### src/rtl/rtcirq_pkg.sv
// Package: shared constants and the interval computation for the periodic
// interrupt unit. Assumes the tick rate and the base frequency are positive.
package rtcirq_pkg;
    localparam int EN_PER_BIT = 6;   // status B enable for periodic source
    localparam int EN_ALM_BIT = 5;   // status B enable for alarm source
    localparam int EN_UPD_BIT = 4;   // status B enable for update source
    localparam int NUM_SRC    = 3;   // flag index 0 update, 1 alarm, 2 periodic

    // Interval in ticks for a rate code; zero means the rate is off.
    function automatic int unsigned period_of(int unsigned rate,
                                              int unsigned base_hz,
                                              int unsigned ticks_per_sec);
        int unsigned f;
        if (rate == 0) return 0;
        f = base_hz >> rate;
        if (f == 0) return 0;
        return ticks_per_sec / f;
    endfunction
endpackage

### src/rtl/rate_period_lut.sv
// Rate-to-interval lookup: one constant entry per rate code, built at
// elaboration time. Assumes every interval fits in ACC_W bits.
module rate_period_lut #(
    parameter int RATE_W        = 4,
    parameter int ACC_W         = 20,
    parameter int BASE_HZ       = 65536,
    parameter int TICKS_PER_SEC = 1000000
) (
    input  logic [RATE_W-1:0] rate,
    output logic [ACC_W-1:0]  period,
    output logic              rate_off
);
    localparam int N_RATES = 1 << RATE_W;

    logic [ACC_W-1:0] tbl [N_RATES];

    for (genvar gi = 0; gi < N_RATES; gi++) begin : g_entry
        localparam int unsigned P_VAL =
            rtcirq_pkg::period_of(gi, BASE_HZ, TICKS_PER_SEC);
        assign tbl[gi] = ACC_W'(P_VAL);
    end

    // Select the interval for the current rate code.
    always_comb begin
        period   = tbl[rate];
        rate_off = (period == '0);
    end
endmodule

### src/rtl/periodic_accum.sv
// Tick accumulator: counts ticks and fires when the count reaches the interval.
// On each event it subtracts the interval and keeps the remainder. Holds at
// zero while the rate is off.
module periodic_accum #(
    parameter int ACC_W = 20
) (
    input  logic             clk,
    input  logic             rst_n,
    input  logic             tick,
    input  logic             rate_off,
    input  logic [ACC_W-1:0] period,
    output logic             evt
);
    logic [ACC_W-1:0] acc;
    logic [ACC_W:0]   sum;
    logic [ACC_W:0]   rem;

    // Next count and event decision for this cycle.
    always_comb begin
        sum = {1'b0, acc} + {{ACC_W{1'b0}}, 1'b1};
        rem = sum - {1'b0, period};
        evt = tick && !rate_off && (sum >= {1'b0, period});
    end

    // Hold, clear or advance the accumulated count.
    always_ff @(posedge clk) begin
        if (!rst_n || rate_off) acc <= '0;
        else if (tick)          acc <= evt ? rem[ACC_W-1:0] : sum[ACC_W-1:0];
    end
endmodule

### src/rtl/flag_latch.sv
// Sticky source flag: set by an enabled event, cleared by the read strobe.
// A set in the same cycle as a clear wins.
module flag_latch (
    input  logic clk,
    input  logic rst_n,
    input  logic evt,
    input  logic en,
    input  logic clr,
    output logic q
);
    // Merge the clear and the new event into the flag.
    always_ff @(posedge clk) begin
        if (!rst_n) q <= 1'b0;
        else        q <= (q && !clr) || (evt && en);
    end
endmodule

### src/rtl/periodic_irq_unit.sv
// Top: periodic interrupt divider plus the merge into the status byte.
// Assumes us_tick, alarm_pulse and update_pulse are one-cycle pulses.
module periodic_irq_unit #(
    parameter int RATE_W        = 4,
    parameter int ACC_W         = 20,
    parameter int BASE_HZ       = 65536,
    parameter int TICKS_PER_SEC = 1000000
) (
    input  logic       clk,
    input  logic       rst_n,
    input  logic       us_tick,
    input  logic [7:0] stat_a,
    input  logic [7:0] stat_b,
    input  logic       alarm_pulse,
    input  logic       update_pulse,
    input  logic       statc_rd,
    output logic [7:0] stat_c,
    output logic       irq
);
    import rtcirq_pkg::*;

    logic [ACC_W-1:0]   period;
    logic               rate_off;
    logic               per_evt;
    logic [NUM_SRC-1:0] src_evt;
    logic [NUM_SRC-1:0] src_en;
    logic [NUM_SRC-1:0] flags;

    rate_period_lut #(.RATE_W(RATE_W), .ACC_W(ACC_W), .BASE_HZ(BASE_HZ),
                      .TICKS_PER_SEC(TICKS_PER_SEC)) i_lut (
        .rate(stat_a[RATE_W-1:0]), .period(period), .rate_off(rate_off));

    periodic_accum #(.ACC_W(ACC_W)) i_accum (
        .clk(clk), .rst_n(rst_n), .tick(us_tick), .rate_off(rate_off),
        .period(period), .evt(per_evt));

    // Gather event pulses and their enables in flag order.
    always_comb begin
        src_evt = {per_evt, alarm_pulse, update_pulse};
        src_en  = {stat_b[EN_PER_BIT], stat_b[EN_ALM_BIT], stat_b[EN_UPD_BIT]};
    end

    for (genvar gs = 0; gs < NUM_SRC; gs++) begin : g_src
        flag_latch i_flag (
            .clk(clk), .rst_n(rst_n), .evt(src_evt[gs]), .en(src_en[gs]),
            .clr(statc_rd), .q(flags[gs]));
    end

    // Assemble the status byte and the request line.
    always_comb begin
        stat_c = {|flags, flags, 4'b0000};
        irq    = |flags;
    end
endmodule

### config.mk
export PLATFORM = sky130hd
export DESIGN_NAME = periodic_irq_unit
export DESIGN_NICKNAME = d
export VERILOG_FILES = /design/src/rtl/rtcirq_pkg.sv /design/src/rtl/rate_period_lut.sv /design/src/rtl/periodic_accum.sv /design/src/rtl/flag_latch.sv /design/src/rtl/periodic_irq_unit.sv
export SDC_FILE = /design/constraint.sdc
export NUM_CORES = 1
export LEC_CHECK = 0
export ABC_CLOCK_PERIOD_IN_PS = 4320
export BUFFER_PORTS_ARGS = -buffer_cell sky130_fd_sc_hd__buf_2
export CAP_MARGIN = 15
export CORE_MARGIN = 1.5
export CORE_UTILIZATION = 60
export CTS_BUF_LIST = sky130_fd_sc_hd__clkbuf_4 sky130_fd_sc_hd__clkbuf_8 sky130_fd_sc_hd__clkbuf_16
export CTS_CLUSTER_SIZE = 25
export DETAILED_ROUTE_END_ITERATION = 10
export GPL_TIMING_DRIVEN = 0
export HOLD_SLACK_MARGIN = 0.05
export PLACE_DENSITY = 0.9
export SLEW_MARGIN = 20
export SYNTH_ARGS = -nofsm -noshare
export SYNTH_HDL_FRONTEND = slang
export SYNTH_SLANG_ARGS = --single-unit
### constraint.sdc
create_clock -name clk -period 4.32 [get_ports clk]
set_input_delay 0.432 -clock clk [delete_from_list [all_inputs] [get_ports clk]]
set_output_delay 0.432 -clock clk [all_outputs]
set_load 0.01 [all_outputs]
==> qor.csv <==
stage,metric,value,unit
global_route,grt-ovfl-total,0,
final_layout,nets,460,
pwr,p_int,0.0006170,W
yosys,avgSynthCellArea,7.501,um^2
timing,setup_viol,0,
yosys,netlist.area_leader.share,15.82,%
worst_setup_path,cp_max_fo,6,
floorplan,row_count,25,
clock_tree,cts_tree,done,
clock_tree,insertion_delay,0.27,ns
yosys,ys_seq_area_share,15.82,%
timing,finalCriticalPeriod,4.066,ns
min_path,hold_path.class,in2reg,
timing,final-hold-violation-count,0,
yosys,synth_seq_cells,23,
timing,hold_ws,0.4225,ns
flow_run,timing.max_cap.violations,0,
yosys,ys_types,63,
timing,slew_viol_final,0,
clock_tree,htree_levels,1,
routing,vias,2997,
yosys,ys.warnings.count,0,
global_route,antenna_found_initial,0,
worst_setup_path,cp.required,4.48,ns
timing,max_freq,0.2460,GHz
pwr,power.switching,0.0005390,W
clock_tree,clkTransAtPathRegs,0.08,ns
timing,fin_crit_sh,94.12,%
yosys,syn-instance-count,388,
global_route,grt_max_degree,13,
worst_setup_path,critPathMostFrequentCell,nand2_1,
yosys,yosys-top-cells-area,"dfxtp_1 (16%), ha_1 (11%), xnor2_1 (6.6%)",
worst_setup_path,endpoint_kind,flop,
worst_setup_path,cpMaxStageDelayCell,dfxtp_1,
routing,detail_route.vias_per_cell,6.459,
pwr,finalPower,0.001156,W
final_layout,drive_gt1_share,16.10,%
clock_tree,cts_buffer_depth,2,
floorplan,die_h,72.65,um
floorplan,fp.coreArea,4692,um^2
pwr,p_leak,1.302,nW
global_route,grt_pass1_vias,2794,
pwr,seq_power_share,23.9,%
global_route,grt_pass1_wl,12650,um
pwr,p_clk_share,12.6,%
routing,drtIter0Drc,319,
status,outcome,"complete, no violations",
worst_setup_path,critPathBufInv,0,
worst_setup_path,critical_path_class,reg2reg,
routing,drcViolationCount,0,
timing,tightest_slew,0.5970,ns
routing,routed_wl,7862,um
place,place_congestion,0.9715,
worst_setup_path,crit_family,simple AND/OR/NAND/NOR gates,
final_layout,stdcell_count,464,
pwr,combPwrFrac,63.6,%
clock_tree,cts.sinks,23,
yosys,synth-edff-count,0,
floorplan,ioPinCount,31,
pwr,sw_frac_of_total,46.62,%
worst_setup_path,worstSetupStartpointType,flop,
worst_setup_path,crit_chain,"ha_2, nand2_1, nor3_4, nand2_1, nor2_2, nand3_1, xnor2_1, ha_2, nand2_1, o21ai_1, nor2_1, o21ba_2, a211o_1, nand2_4, mux2_2, a32o_1",
global_route,grt.total_usage,30.15,%
clock_tree,cts_setup_buffers,0,
yosys,synth_area_leader_cell,dfxtp_1,
clock_tree,cts_hold_buf,0,
routing,dr.pass1.iters,5,
place,post-dp-hpwl,6082,um
routing,ant_nets,0,
yosys,synth_most_common_cell,nand2_1,
timing,clock_skew,0.006579,ns
floorplan,initial_utilization,62.03,%
routing,avgRoutedWirePerCell,16.94,um
worst_setup_path,slowest_delay,0.46,ns
yosys,synthTopCellsByCount,"nand2_1 (43), o21ai_0 (28), ha_1 (26)",
yosys,synthArstFlopShare,0,%
yosys,ys.flop_type,dfxtp_1,
floorplan,dieArea,5277,um^2
final_layout,antenna_cells,0,
worst_setup_path,crit_arrival,4.23,ns
floorplan,die_w,72.65,um
clock_tree,numCtsBuffers,3,
timing,tns,0,ns
clock_tree,root_buffer,clkbuf_8,
timing,slew_headroom,60.20,%
place,placed_area,3064,um^2
pwr,power.density,367.7,nW/um^2
final_layout,design_area,3144,um^2
pwr,ir_drop,0.2555,mV
place,port_buffers,15,
timing,rsz0062_at_grt,false,
place,dp.cells,460,
final_layout,area.growth.synth_to_final,8.040,%
yosys,synth.cell_area,2910,um^2
[tightest hold or removal path, delay by kind of cell]
family | cells | cell delay [ns]
AO/OA/AOI/OAI | 1 | 0.05
buffers and inverters | 1 | 0.08
AND/OR/NAND/NOR | 1 | 0.10
[through the flow]
| step | util (%) | worst slack, ns |
|---|---|---|
| detailed placement | 65.31 | -0.1262 |
| global placement | 65.31 | -0.001113 |
| finish | 67.01 | 0.2542 |
| CTS | 66.61 | 0.007503 |
| global route | 67.01 | 0.005798 |
| floorplan | - | 0.5362 |
[layout make-up]
cell class,count,area [um^2]
Buffer,27,166.4
Clock buffer,4,48.80
Fill cell,420,1548
Inverter,19,71.32
Multi-Input combinational cell,322,2255
Sequential cell,23,460.4
Tap cell,54,67.56
Timing Repair Buffer,15,75.07
[flip-flops by register name, indices dropped and copies added (netlist names)]
signal and count:
g_src.i_flag.q 3, i_accum.acc 20
[cell usage in the layout, fill, tap and decap left out, types with 9 or more instances in the layout]
cell type	instances
nand2_1	43
o21ai_0	27
ha_1	24
dfxtp_1	23
xnor2_1	22
nand3_1	20
a21oi_1	19
buf_2	19
nor2_1	19
inv_1	18
xor2_1	12
a31oi_1	11
buf_4	10
nor2b_1	9
[cell families (layout without fill, tap and decap cells)]
group           after synthesis  in the layout  share of synthesized area (%)
flops                        23             23                          15.82
fa+ha+maj                    27             27                          11.87
other cells                   1              4                         0.1289
compound gates              115            115                          27.82
mux                           6              6                          2.150
buf+inv                      46             65                          8.168
simple gates                136            136                          23.82
xor+xnor                     34             34                          10.23
[power by group through the flow]
stage,clock [W],combinational (W),sequential [W]
floorplan,0,0.000550,0.000272
global placement,0,0.000676,0.000277
detailed placement,0,0.000698,0.000279
CTS,0.000145,0.000709,0.000274
global route,0.000155,0.000798,0.000279
finish,0.000145,0.000735,0.000276
[metal layers]
layer  track usage [%]  wire (um)  vias up
met5                 0          0        -
met4             7.547        176        0
met3             3.867        468       20
met2             51.17       3783      111
met1             40.42       3434     1422
li1                  -          -     1444
[worst paths after layout]
check        slack [ns]  cells past startpoint           endpoint       startpoint
max                0.25                     16     i_accum.acc[7]   i_accum.acc[0]
min                0.42                      3  g_src[2].i_flag.q        stat_b[6]
max reg2reg        0.25                     16     i_accum.acc[7]   i_accum.acc[0]
min reg2reg        0.53                      2    i_accum.acc[17]  i_accum.acc[17]
[timing repair]
action | in CTS | in global routing
setup endpoints to repair | 11 | 21
gates resized for setup | 2 | 6
pin swaps | 0 | 1
Note: power is estimated with default switching activity, not from simulation.
